`src/rtl/parked_arb_pkg.sv`:
```
package parked_arb_pkg;
  localparam int PRIO_W  = 2;
  localparam int N_REQ   = 2;
  localparam int REQ_INT = 0;
  localparam int REQ_EXT = 1;

  typedef enum logic [PRIO_W-1:0] {
    PRIO_EQUAL     = 2'b00,
    PRIO_INT_FIRST = 2'b01,
    PRIO_EXT_FIRST = 2'b10,
    PRIO_EQUAL_ALT = 2'b11
  } prio_e;

  typedef enum logic [1:0] {
    PICK_NONE,
    PICK_INT,
    PICK_EXT
  } pick_e;

  typedef enum logic [1:0] {
    ST_IDLE,
    ST_INT,
    ST_EXT_GNT,
    ST_EXT_OWN
  } bus_st_e;
endpackage

```
`src/rtl/parked_arb_req_reg.sv`:
```
module parked_arb_req_reg #(
  parameter int N = 2
) (
  input  logic         clk_i,
  input  logic         rst_ni,
  input  logic [N-1:0] req_i,
  output logic [N-1:0] req_q_o
);
  always_ff @(posedge clk_i or negedge rst_ni) begin
    if (!rst_ni) req_q_o <= '0;
    else         req_q_o <= req_i;
  end
endmodule

```
`src/rtl/parked_arb_pick.sv`:
```
module parked_arb_pick
  import parked_arb_pkg::*;
(
  input  logic              int_req_i,
  input  logic              ext_req_i,
  input  logic [PRIO_W-1:0] prio_i,
  input  logic              last_int_i,
  output pick_e             pick_o
);
  always_comb begin
    pick_o = PICK_NONE;
    case ({int_req_i, ext_req_i})
      2'b10: pick_o = PICK_INT;
      2'b01: pick_o = PICK_EXT;
      2'b11: begin
        case (prio_e'(prio_i))
          PRIO_INT_FIRST: pick_o = PICK_INT;
          PRIO_EXT_FIRST: pick_o = PICK_EXT;
          // equal: least recent user wins
          default:        pick_o = last_int_i ? PICK_EXT : PICK_INT;
        endcase
      end
      default: pick_o = PICK_NONE;
    endcase
  end
endmodule

```
`src/rtl/parked_arb_xfer.sv`:
```
module parked_arb_xfer (
  input  logic clk_i,
  input  logic rst_ni,
  input  logic ts_i,
  input  logic ta_i,
  input  logic own_int_i,
  input  logic own_ext_i,
  output logic inflight_o,
  output logic last_int_o
);
  logic xfer_q;

  always_ff @(posedge clk_i or negedge rst_ni) begin
    if (!rst_ni) begin
      xfer_q     <= 1'b0;
      last_int_o <= 1'b0;
    end else begin
      if (ta_i)      xfer_q <= 1'b0;
      else if (ts_i) xfer_q <= 1'b1;
      if (ta_i && (own_int_i || own_ext_i)) last_int_o <= own_int_i;
    end
  end

  assign inflight_o = xfer_q | ts_i;
endmodule

```
`src/rtl/parked_bus_arbiter.sv`:
```
module parked_bus_arbiter
  import parked_arb_pkg::*;
(
  input  logic              clk_i,
  input  logic              rst_ni,
  input  logic [PRIO_W-1:0] prio_cfg_i,
  input  logic              int_req_i,
  output logic              int_gnt_o,
  input  logic              ext_br_i,
  output logic              ext_bg_o,
  input  logic              bb_i,
  output logic              bb_o,
  output logic              bb_oe_o,
  input  logic              ts_i,
  input  logic              ta_i
);
  bus_st_e          state_q, state_d;
  logic [N_REQ-1:0] req_raw, req_q;
  logic             int_req_q, ext_req_q;
  logic             inflight, last_int;
  pick_e            pick;

  assign req_raw[REQ_INT] = int_req_i;
  assign req_raw[REQ_EXT] = ext_br_i;

  parked_arb_req_reg #(.N(N_REQ)) u_req (
    .clk_i  (clk_i),
    .rst_ni (rst_ni),
    .req_i  (req_raw),
    .req_q_o(req_q)
  );

  assign int_req_q = req_q[REQ_INT];
  assign ext_req_q = req_q[REQ_EXT];

  parked_arb_xfer u_xfer (
    .clk_i     (clk_i),
    .rst_ni    (rst_ni),
    .ts_i      (ts_i),
    .ta_i      (ta_i),
    .own_int_i (state_q == ST_INT),
    .own_ext_i (state_q == ST_EXT_OWN),
    .inflight_o(inflight),
    .last_int_o(last_int)
  );

  parked_arb_pick u_pick (
    .int_req_i (int_req_q),
    .ext_req_i (ext_req_q),
    .prio_i    (prio_cfg_i),
    .last_int_i(last_int),
    .pick_o    (pick)
  );

  always_comb begin
    state_d = state_q;
    case (state_q)
      ST_IDLE: begin
        if (!bb_i && !inflight) begin
          if (pick == PICK_INT)      state_d = ST_INT;
          else if (pick == PICK_EXT) state_d = ST_EXT_GNT;
        end
      end
      ST_INT: begin
        // parked: leave only at a boundary and only for the external side
        if (!inflight && pick == PICK_EXT) state_d = ST_EXT_GNT;
      end
      ST_EXT_GNT: begin
        if (bb_i) state_d = ST_EXT_OWN;
      end
      ST_EXT_OWN: begin
        if (!bb_i && !inflight) begin
          case (pick)
            PICK_INT: state_d = ST_INT;
            PICK_EXT: state_d = ST_EXT_GNT;
            default:  state_d = ST_IDLE;
          endcase
        end
      end
      default: state_d = ST_IDLE;
    endcase
  end

  always_ff @(posedge clk_i or negedge rst_ni) begin
    if (!rst_ni) state_q <= ST_IDLE;
    else         state_q <= state_d;
  end

  assign int_gnt_o = (state_q == ST_INT);
  assign ext_bg_o  = (state_q == ST_EXT_GNT);
  assign bb_oe_o   = (state_q == ST_INT);
  assign bb_o      = (state_q == ST_INT) && inflight;
endmodule

```
`config.mk`:
```
export PLATFORM = sky130hd
export DESIGN_NAME = parked_bus_arbiter
export DESIGN_NICKNAME = d
export VERILOG_FILES = /design/src/rtl/parked_arb_pkg.sv /design/src/rtl/parked_arb_req_reg.sv /design/src/rtl/parked_arb_pick.sv /design/src/rtl/parked_arb_xfer.sv /design/src/rtl/parked_bus_arbiter.sv
export SDC_FILE = /design/constraint.sdc
export NUM_CORES = 1
export LEC_CHECK = 0
export ABC_CLOCK_PERIOD_IN_PS = 3100
export BUFFER_PORTS_ARGS = -buffer_cell sky130_fd_sc_hd__buf_2
export CORE_AREA = 3 3 40 42
export CTS_CLUSTER_SIZE = 40
export DETAILED_ROUTE_END_ITERATION = 7
export DIE_AREA = 0 0 43 45
export PLACE_DENSITY_LB_ADDON = 0.2
export SYNTH_ARGS = -nofsm -noshare
export SYNTH_HDL_FRONTEND = slang
export SYNTH_SLANG_ARGS = --single-unit
```
`constraint.sdc`:
```
create_clock -name clk_i -period 3.1 [get_ports clk_i]
set_input_delay 0.155 -clock clk_i [delete_from_list [all_inputs] [get_ports clk_i]]
set_output_delay 0.155 -clock clk_i [all_outputs]
set_load 0.03 [all_outputs]
```
==> impl_metrics.sql, run 1 <==
INSERT INTO impl_metrics (metric_group, metric, value, unit) VALUES
('clock_tree', 'insertion_delay', '240', 'ps'),
('drt', 'via_count', '343', ''),
('yosys', 'postSynthRegisterBits', '6', ''),
('floorplan', 'initial_utilization', '0.315', ''),
('finish', 'share_of_final_layout_standard_cells_stronger_than_drive_strength_1', '0.310', ''),
('pwr', 'power-per-cell-area', '735', 'nW/um2'),
('worst_hold_path', 'hold_path.startpoint', 'int_req_i', ''),
('drt', 'drtAntennaViolNets', '0', ''),
('yosys', 'synth_most_common_cell', 'dfrtp_1', ''),
('drt', 'remaining_drc_errors', '0', ''),
('drt', 'wl_per_cell', '10.7', 'um'),
('yosys', 'synth_warnings', '0', ''),
('sta', 'setup_violations', '0', ''),
('yosys', 'synthTopCellsByArea', 'dfrtp_1 (37%), ha_1 (15%), a21oi_1 (4.9%), inv_1 (4.6%), nor2_1 (4.6%)', ''),
('yosys', 'async_flop_share', '1.00', ''),
('global_route', 'grt.overflow.total', '0', ''),
('drt', 'routed_wirelength', '782', 'um'),
('floorplan', 'core_area', '1280', 'um2'),
('sta', 'finalCriticalPeriod', '1720', 'ps'),
('yosys', 'synth_edf_count', '0', ''),
('floorplan', 'fp.dieArea', '1940', 'um2'),
('worst_setup_path', 'max_stage_delay', '320', 'ps'),
('clock_tree', 'htree_num_levels', '1', ''),
('pwr', 'peakVddDrop', '0.000411', 'V'),
('finish', 'multi_input_area', '218', 'um2'),
('worst_setup_path', 'critPathRequiredTime', '3260', 'ps'),
('worst_setup_path', 'timing.critical_path.cells', 'buf_2, inv_1, ha_1, mux2i_1, a21oi_1, inv_1, ha_1, nor4_1, nand2_1, a22oi_1', ''),
('sta', 'period_share', '0.555', ''),
('clock_tree', 'clock_sink_count', '6', ''),
('sta', 'worst_slew_pin_slew', '356', 'ps'),
('sta', 'report.final.hold_viol_count', '0', ''),
('finish', 'num_antenna_cells', '0', ''),
('floorplan', 'io_pins', '13', ''),
('worst_hold_path', 'timing.hold.worst.class', 'in -> reg', ''),
('drt', 'detail_route.iter0.violations', '8', ''),
('global_route', 'via_count_of_the_first_global_routing_pass', '306', ''),
('finish', 'area.sequential', '150', 'um2'),
('place', 'detailed_place_hpwl', '602', 'um'),
('place', 'portBuffers', '12', ''),
('worst_setup_path', 'critical_path.startpoint', 'prio_cfg_i[0]', ''),
('job', 'maxCapViolations', '0', ''),
('floorplan', 'row_count', '13', ''),
('sta', 'slew_viol_final', '0', ''),
('sta', 'timing.clock.skew', '0.579', 'ps'),
('clock_tree', 'cts_made_buffers', '3', ''),
('worst_setup_path', 'regToRegStartpoint', 'u_xfer.last_int_o', ''),
('pwr', 'p_total', '0.000374', 'W'),
('yosys', 'synth_flop_cell', 'dfrtp_1', ''),
('worst_setup_path', 'worst-endpoint-arrival', '1880', 'ps'),
('clock_tree', 'cts_root_buf', 'clkbuf_4', ''),
('global_route', 'maximum_number_of_pins_on_one_net_before_global_route_repair', '10', ''),
('drt', 'post_drt_via_cell_ratio', '4.70', ''),
('finish', 'flow.area_growth_from_synthesis', '25.3', '%'),
('pwr', 'power.leakage', '0.258', 'nW'),
('yosys', 'synth_area_per_cell', '9.43', 'um2'),
('finish', 'layout.nets', '74', ''),
('worst_setup_path', 'setup.worst_path.end_class', 'flop', ''),
('outcome', 'run_status', 'finished, final reports clean', ''),
('worst_setup_path', 'class_of_the_most_critical_setup_path', 'in -> reg', ''),
('clock_tree', 'cts_tree', 'yes', ''),
('floorplan', 'die_y', '45', 'um'),
('yosys', 'mappedNetlistArea', '405', 'um2'),
('clock_tree', 'post-cts-setup-buffer-count', '0', ''),
('global_route', 'grt_usage', '0.0924', ''),
('drt', 'drt_pre_antenna_iters', '3', ''),
('sta', 'worst_hold_slack', '13.9', 'ps'),
('global_route', 'grt_antenna_before_repair', '0', ''),
('yosys', 'most_numerous_cell_types_in_the_synthesized_netlist', 'dfrtp_1 (6), ha_1 (5), inv_1 (5), nor2_1 (5), a21oi_1 (4)', ''),
('sta', 'setup_tns_final', '0', 'ps'),
('sta', 'final.setup.worst_slack', '1380', 'ps'),
('sta', 'setup_repair_after_global_routing_missed_its_margin', 'no', '');
critical path, delay by kind of cell:
family | cells | cell delay [ps]
multiplexers | 1 | 130
AND/OR/NAND/NOR | 2 | 380
AO/OA/AOI/OAI | 2 | 430
buffers and inverters | 3 | 210
adder cells (fa/ha/maj) | 2 | 590
path summary, 6_finish.rpt:
check                      cells past startpoint  slack [ps]                 to
setup / recovery                              10        1380         state_q[0]
hold / removal                                 1          10   u_req.req_q_o[0]
setup reg to reg                               7        1410         state_q[0]
hold reg to reg                                2         580      u_xfer.xfer_q
max in group asynchronous                      2        2690         state_q[0]
min in group asynchronous                      2         260  u_xfer.last_int_o
cells in the final DEF, fill, tap and decap left out, types with 2 or more instances in the layout:
master | synthesis | layout
buf_2 | 0 | 12
dfrtp_1 | 6 | 6
inv_1 | 5 | 5
nor2_1 | 5 | 5
ha_1 | 5 | 5
a21oi_1 | 4 | 4
o21ai_1 | 3 | 3
clkbuf_4 | 0 | 3
dlygate4sd3_1 | 0 | 2
state kept, by name (all words and copies together) (netlist names):
name	count
state_q	2
u_req.req_q_o	2
u_xfer.last_int_o	1
u_xfer.xfer_q	1
what timing repair did:
| item | CTS | global route |
|---|---|---|
| hold buffers | 1 | 1 |
| resized for setup | 0 | 0 |
| endpoints found under the hold margin | 6 | 1 |
stage by stage:
stage	instance area [um2]	utilization	instances
after global routing	508	0.395	73
after global placement	465	0.362	68
after detailed placement	465	0.362	68
after floorplan	405	-	43
after CTS	498	0.388	72
final	508	0.395	73
area by class of cell:
type | instances | area share
Clock buffer | 3 | 0.0443
Sequential cell | 6 | 0.296
Multi-Input combinational cell | 30 | 0.429
Inverter | 5 | 0.0369
Timing Repair Buffer | 14 | 0.158
Tap cell | 15 | 0.0369
layer usage:
metal  vias to the layer above  track usage  share of wire
met2                        11        0.129           0.48
met5                         -            0              0
li1                        180            -              -
met4                         0        0.108          0.012
met3                         2       0.0438          0.072
met1                       150       0.0938           0.43
cell families after synthesis:
family,after synthesis,synth area share
compound gates,12,0.176
simple gates,12,0.182
buf+inv,7,0.0926
flops,6,0.370
fa+ha+maj,5,0.154
mux,1,0.0247
power by group:
part	switching (W)	total [W]	leakage, nW	internal [W]
combinational	0.0000936	0.000162	0.174	0.0000681
sequential	0.0000373	0.000138	0.0704	0.000101
clock	0.0000302	0.0000741	0.0138	0.0000439
total	0.000161	0.000374	0.258	0.000213
Power figures use the tool's default switching activity.
==> inputs of run 2 (changes only) <==
--- a/config.mk
+++ b/config.mk
@@ -5,7 +5,7 @@
 export SDC_FILE = /design/constraint.sdc
 export NUM_CORES = 1
 export LEC_CHECK = 0
-export ABC_CLOCK_PERIOD_IN_PS = 3100
+export ABC_CLOCK_PERIOD_IN_PS = 1800
 export BUFFER_PORTS_ARGS = -buffer_cell sky130_fd_sc_hd__buf_2
 export CORE_AREA = 3 3 40 42
 export CTS_CLUSTER_SIZE = 40
==> constraint.sdc (replaced) <==
create_clock -name clk_i -period 1.8 [get_ports clk_i]
set_input_delay 0.09 -clock clk_i [delete_from_list [all_inputs] [get_ports clk_i]]
set_output_delay 0.09 -clock clk_i [all_outputs]
set_load 0.03 [all_outputs]
==> impl_metrics.sql, run 2 (synthesized netlist as in run 1, its figures left out) <==
INSERT INTO impl_metrics (metric_group, metric, value, unit) VALUES
('outcome', 'run_status', 'finished, final reports clean', ''),
('worst_hold_path', 'timing.hold.worst.class', 'in -> reg', ''),
('sta', 'finalCriticalPeriod', '1670', 'ps'),
('drt', 'routed_wirelength', '791', 'um'),
('drt', 'remaining_drc_errors', '0', ''),
('floorplan', 'die_width', '43', 'um'),
('clock_tree', 'cts_buffer_depth', '2', ''),
('finish', 'layout_top_registers', 'state_q x2, u_req.req_q_o x2', ''),
('finish', 'finish.utilization', '0.418', ''),
('global_route', 'maximum_number_of_pins_on_one_net_before_global_route_repair', '10', ''),
('drt', 'drtAntennaViolNets', '0', ''),
('global_route', 'grt_usage', '0.0891', ''),
('finish', 'num_antenna_cells', '0', ''),
('global_route', 'via_count_of_the_first_global_routing_pass', '327', ''),
('drt', 'post_drt_via_cell_ratio', '4.53', ''),
('floorplan', 'fp.dieArea', '1940', 'um2'),
('sta', 'worst_slew_margin_rel', '0.747', ''),
('clock_tree', 'htree_num_levels', '1', ''),
('drt', 'via_count', '344', ''),
('finish', 'filler_cell_count', '126', ''),
('sta', 'maxClockFrequency', '599', 'MHz'),
('clock_tree', 'cts_tree', 'yes', ''),
('clock_tree', 'insertion_delay', '240', 'ps'),
('sta', 'setup_violations', '0', ''),
('global_route', 'grt.overflow.total', '0', ''),
('floorplan', 'row_count', '13', ''),
('job', 'maxCapViolations', '0', ''),
('clock_tree', 'post-cts-setup-buffer-count', '0', ''),
('global_route', 'grt_antenna_before_repair', '0', ''),
('worst_setup_path', 'class_of_the_most_critical_setup_path', 'reg -> reg', ''),
('place', 'gp_congestion', '0.684', ''),
('worst_setup_path', 'critPathRequiredTime', '1960', 'ps'),
('pwr', 'peakVddDrop', '0.000625', 'V'),
('sta', 'period_share', '0.927', ''),
('clock_tree', 'cts_root_buf', 'clkbuf_4', ''),
('sta', 'slew_viol_final', '0', ''),
('place', 'portBuffers', '12', ''),
('sta', 'timing.clock.skew', '6.86', 'ps'),
('place', 'detailed_place_hpwl', '637', 'um'),
('global_route', 'global_route_wire_length_before_repair', '1250', 'um'),
('finish', 'share_of_final_layout_standard_cells_stronger_than_drive_strength_1', '0.344', ''),
('sta', 'setup_tns_final', '0', 'ps'),
('sta', 'setup_repair_after_global_routing_missed_its_margin', 'no', ''),
('drt', 'drt_pre_antenna_iters', '4', ''),
('finish', 'layout.cells.most_common_list', 'buf_2 (12), dfrtp_1 (6), inv_1 (5), nor2_1 (5), ha_1 (5)', ''),
('finish', 'flow.area_growth_from_synthesis', '32.4', '%'),
('finish', 'layout.nets', '77', ''),
('worst_setup_path', 'setup.worst_path.end_class', 'flop', ''),
('floorplan', 'die_y', '45', 'um'),
('worst_setup_path', 'worst-endpoint-arrival', '1830', 'ps'),
('worst_setup_path', 'critical_path.max_fanout', '3', ''),
('pwr', 'power-per-cell-area', '1220', 'nW/um2'),
('drt', 'wl_per_cell', '10.4', 'um'),
('clock_tree', 'cts_made_buffers', '3', ''),
('pwr', 'power.leakage', '0.272', 'nW'),
('worst_setup_path', 'startpoint_type', 'flop', ''),
('sta', 'worst_slew_pin_slew', '376', 'ps'),
('clock_tree', 'clock_sink_count', '6', ''),
('clock_tree', 'clk_pin_slew_worst_paths', '50', 'ps'),
('finish', 'leading_cell_type_in_the_layout_fill_and_taps_excluded', 'buf_2', ''),
('floorplan', 'core_area', '1280', 'um2'),
('floorplan', 'io_pins', '13', ''),
('floorplan', 'initial_utilization', '0.315', ''),
('sta', 'report.final.hold_viol_count', '0', ''),
('drt', 'detail_route.iter0.violations', '9', ''),
('worst_setup_path', 'r2r_slack', '130', 'ps');
## run 2: cell count changes in the layout (fill, tap and decap cells not counted), sizes merged
cell / change
dlygate4sd3: +1
buf: +2
## run 2: critical path: stages, from the launching register on
cell and delay [ps]:
dfrtp_1 390, mux2i_1 180, a21oi_2 100, buf_4 140
ha_1 170, nor4bb_1 150, or3_1 300, a22oi_1 160
## run 2: cell type report
cell class | count | area, um2 | share of cell area
clock buffer | 3 | 22.5 | 0.0420
inverter | 5 | 18.8 | 0.0350
multi-input combinational | 30 | 221 | 0.413
sequential | 6 | 150 | 0.280
tap | 15 | 18.8 | 0.0350
timing repair buffer | 17 | 105 | 0.196
## run 2: final timing paths
kind	from	endpoint	cells past startpoint
worst max-delay path	u_xfer.last_int_o	state_q[0]	7
worst min-delay path	ta_i	u_xfer.xfer_q	2
worst max register to register	u_xfer.last_int_o	state_q[0]	7
worst min register to register	u_xfer.xfer_q	u_xfer.xfer_q	2
max in group asynchronous	rst_ni	u_req.req_q_o[1]	2
min in group asynchronous	rst_ni	state_q[1]	2
## run 2: what timing repair did
item / 4_1_cts / 5_1_grt
resized for setup: 0 / 1
endpoints found under the setup margin: 0 / 2
hold endpoints to repair: 8 / 0
hold buffers: 3 / 0
## run 2: power breakdown
part	switching (W)	total [W]	internal, W
Combinational	0.000169	0.000295	0.000126
Sequential	0.0000644	0.000238	0.000173
Clock	0.0000477	0.000123	0.0000754
## run 2: through the flow
step	total power, W	instances	hold slack (ps)	area, um2	setup WS (ps)
2_1_floorplan	0.000471	43	-206	405	171
3_3_place_gp	0.000529	70	-76.9	480	-162
3_5_place_dp	0.000530	70	-81.8	480	-125
5_1_grt	0.000707	76	29.2	537	27.1
4_1_cts	0.000661	76	20.0	533	71.5
6_report	0.000655	76	29.7	537	131
## run 2: per-layer routing
layer  part of all wire  global-route usage  up-vias
li1                   -                   -      185
met1               0.45               0.104      142
met2               0.46               0.141       17
met3              0.088              0.0677        0
met4                  0                   0        0
met5                  0                   0        -
==> inputs of run 3 (changes only) <==
--- a/config.mk
+++ b/config.mk
@@ -5,6 +5,7 @@
 export SDC_FILE = /design/constraint.sdc
 export NUM_CORES = 1
 export LEC_CHECK = 0
+export ABC_AREA = 1
 export ABC_CLOCK_PERIOD_IN_PS = 1800
 export BUFFER_PORTS_ARGS = -buffer_cell sky130_fd_sc_hd__buf_2
 export CORE_AREA = 3 3 40 42
==> impl_metrics.sql, run 3 <==
INSERT INTO impl_metrics (metric_group, metric, value, unit) VALUES
('yosys', 'synthesis.instances', '60', ''),
('sta', 'setup_violations', '0', ''),
('finish', 'fin_cells', '93', ''),
('global_route', 'maximum_number_of_pins_on_one_net_before_global_route_repair', '8', ''),
('sta', 'worst_slew_margin_rel', '0.812', ''),
('floorplan', 'io_pins', '13', ''),
('sta', 'slew_viol_final', '0', ''),
('yosys', 'synth_warnings', '0', ''),
('global_route', 'grt_antenna_before_repair', '0', ''),
('floorplan', 'die_width', '43', 'um'),
('pwr', 'peakVddDrop', '0.000561', 'V'),
('floorplan', 'die_y', '45', 'um'),
('drt', 'detail_route.iter0.violations', '4', ''),
('global_route', 'global_route_wire_length_before_repair', '1120', 'um'),
('worst_setup_path', 'cpMostUsedCell', 'nand2_1', ''),
('global_route', 'grt_usage', '0.0840', ''),
('finish', 'leading_cell_type_in_the_layout_fill_and_taps_excluded', 'nand2_1', ''),
('finish', 'layout_top_registers', 'state_q x2, u_req.req_q_o x2', ''),
('yosys', 'yosys.cell_types.count', '13', ''),
('drt', 'remaining_drc_errors', '0', ''),
('sta', 'worst_slew_pin_slew', '281', 'ps'),
('global_route', 'gr_busiest_metal', 'met2', ''),
('floorplan', 'initial_utilization', '0.334', ''),
('worst_hold_path', 'timing.hold.worst.class', 'in -> reg', ''),
('clock_tree', 'insertion_delay', '230', 'ps'),
('yosys', 'synthTopCellsByArea', 'dfrtp_1 (35%), nand2_1 (17%), ha_1 (15%), inv_1 (9.6%), nand3_2 (4.7%)', ''),
('finish', 'num_antenna_cells', '0', ''),
('sta', 'timing.clock.skew', '1.16', 'ps'),
('yosys', 'synth.yosys.seq_area_share', '0.350', ''),
('worst_setup_path', 'max_stage_delay', '330', 'ps'),
('worst_setup_path', 'startpoint_type', 'flop', ''),
('worst_setup_path', 'setup.worst_path.end_class', 'flop', ''),
('yosys', 'netlist.top_cell.by_area', 'dfrtp_1', ''),
('yosys', 'mappedNetlistArea', '429', 'um2'),
('yosys', 'postSynthRegisterBits', '6', ''),
('place', 'detailed_place_hpwl', '606', 'um'),
('finish', 'flow.area_growth_from_synthesis', '30.6', '%'),
('pwr', 'power.leakage', '0.345', 'nW'),
('pwr', 'netSwitchingFraction', '0.477', ''),
('pwr', 'portion_of_total_power_attributed_to_sequential_cells', '0.297', ''),
('yosys', 'synth_area_per_cell', '7.15', 'um2'),
('finish', 'layout.nets', '94', ''),
('drt', 'drt_pre_antenna_iters', '4', ''),
('worst_setup_path', 'timing.critical_path.cells', 'nand2_1, o21ai_0, nand2_1, nand2_1, inv_1, ha_1, nand2_1, nand2_1, inv_2, nand3_2, nand2_1, nand2_1', ''),
('drt', 'post_drt_via_cell_ratio', '4.17', ''),
('clock_tree', 'cts_buffer_depth', '2', ''),
('worst_setup_path', 'critical_path.max_fanout', '3', ''),
('sta', 'setup_repair_after_global_routing_missed_its_margin', 'no', ''),
('yosys', 'synth_edf_count', '0', ''),
('clock_tree', 'cts_made_buffers', '3', ''),
('yosys', 'synth.net_count', '74', ''),
('yosys', 'synth_most_common_cell', 'nand2_1', ''),
('worst_setup_path', 'worst-endpoint-arrival', '1570', 'ps'),
('drt', 'drtAntennaViolNets', '0', ''),
('floorplan', 'core_area', '1280', 'um2'),
('pwr', 'pwr-share-clk', '0.152', ''),
('clock_tree', 'post-cts-setup-buffer-count', '0', ''),
('place', 'gp_congestion', '0.710', ''),
('clock_tree', 'htree_num_levels', '1', ''),
('sta', 'maxClockFrequency', '688', 'MHz'),
('clock_tree', 'cts_tree', 'yes', ''),
('clock_tree', 'clk_pin_slew_worst_paths', '40', 'ps'),
('global_route', 'met3_usage', '0.0239', ''),
('clock_tree', 'clock_sink_count', '6', ''),
('floorplan', 'fp.dieArea', '1940', 'um2'),
('yosys', 'netlist.area_leader.share', '0.350', ''),
('yosys', 'async_flop_share', '1.00', ''),
('sta', 'finalCriticalPeriod', '1450', 'ps'),
('pwr', 'cell_internal_pwr', '0.000394', 'W'),
('worst_setup_path', 'class_of_the_most_critical_setup_path', 'reg -> reg', ''),
('sta', 'setup_tns_final', '0', 'ps'),
('worst_setup_path', 'critical-path-slowest-cell', 'dfrtp_1', ''),
('outcome', 'run_status', 'finished, final reports clean', ''),
('global_route', 'via_count_of_the_first_global_routing_pass', '328', ''),
('drt', 'routed_wirelength', '731', 'um'),
('pwr', 'p_sw', '0.000359', 'W'),
('job', 'maxCapViolations', '0', ''),
('worst_setup_path', 'critPathRequiredTime', '1920', 'ps'),
('sta', 'period_share', '0.807', ''),
('yosys', 'most_numerous_cell_types_in_the_synthesized_netlist', 'nand2_1 (19), inv_1 (11), dfrtp_1 (6)', ''),
('global_route', 'grt_use_met1', '0.0815', ''),
('yosys', 'synth_flop_cell', 'dfrtp_1', ''),
('place', 'portBuffers', '12', ''),
('drt', 'via_count', '388', ''),
('finish', 'layout.cells.most_common_list', 'nand2_1 (19), buf_2 (12), inv_1 (11)', ''),
('finish', 'share_of_final_layout_standard_cells_stronger_than_drive_strength_1', '0.295', ''),
('floorplan', 'row_count', '13', ''),
('drt', 'wl_per_cell', '7.86', 'um'),
('global_route', 'grt.overflow.total', '0', ''),
('clock_tree', 'cts_root_buf', 'clkbuf_4', ''),
('global_route', 'use_met2', '0.138', ''),
('pwr', 'comb_pwr_share', '0.551', ''),
('place', 'dp.cells', '87', ''),
('pwr', 'power-per-cell-area', '1340', 'nW/um2'),
('sta', 'report.final.hold_viol_count', '0', '');
run 3: stage by stage:
step / worst slack (ps) / cell area (um2) / total power, W / utilization / hold WS, ps
3_3_place_gp: 118 / 508 / 0.000638 / 0.395 / -85.4
2_1_floorplan: 325 / 429 / 0.000552 / - / -206
5_1_grt: 179 / 561 / 0.000816 / 0.436 / 18.7
3_5_place_dp: 101 / 508 / 0.000642 / 0.395 / -86.6
4_1_cts: 328 / 561 / 0.000768 / 0.436 / 9.78
6_report: 347 / 561 / 0.000752 / 0.436 / 18.4
run 3: cell families after synthesis:
kind of cell	share of synthesized area
AOI/OAI and AO/OA	0.0379
adders and majority gates	0.146
buffers and inverters	0.140
DFF	0.350
and+or+nand+nor	0.327
run 3: layout make-up:
| class | instances | area [um2] |
|---|---|---|
| fillers | 136 | 724 |
| multi-input cells | 39 | 219 |
| flip-flops and latches | 6 | 150 |
| repair buffers | 16 | 97.6 |
| inverters | 14 | 52.6 |
| clock buffers | 3 | 22.5 |
| well taps | 15 | 18.8 |
run 3: path summary, 6_finish.rpt:
kind                       slack, ps                 to              start  cells after the start
setup / recovery                 350         state_q[0]  u_xfer.last_int_o                     12
hold / removal                    20      u_xfer.xfer_q               ta_i                      2
setup reg to reg                 350         state_q[0]  u_xfer.last_int_o                     12
hold reg to reg                  490  u_xfer.last_int_o  u_xfer.last_int_o                      2
max in group asynchronous       1470   u_req.req_q_o[0]             rst_ni                      2
min in group asynchronous        200      u_xfer.xfer_q             rst_ni                      2
run 3: what timing repair did:
item                      4_1_cts  5_1_grt
gates resized for setup         0        0
hold buffers                    3        0
hold endpoints to repair        8        0
run 3: worst max-delay path: cells and delay by family (launching register included):
family                   cells  cell delay (ps)
AO/OA/AOI/OAI                1               70
adder cells (fa/ha/maj)      1              280
buffers and inverters        2              110
flip-flops                   1              330
AND/OR/NAND/NOR              8              530
run 3: routing by layer:
metal  up-vias  wire [um]
li1        216          -
met1       161        321
met2         9        365
met3         2         37
met4         0          8
met5         -          0
run 3: power by group through the flow:
stage,sequential (W),clock (W),combinational [W]
2_1_floorplan,0.000214,0,0.000338
3_3_place_gp,0.000227,0,0.000411
3_5_place_dp,0.000226,0,0.000416
4_1_cts,0.000223,0.000123,0.000422
5_1_grt,0.000230,0.000128,0.000458
6_report,0.000223,0.000115,0.000414
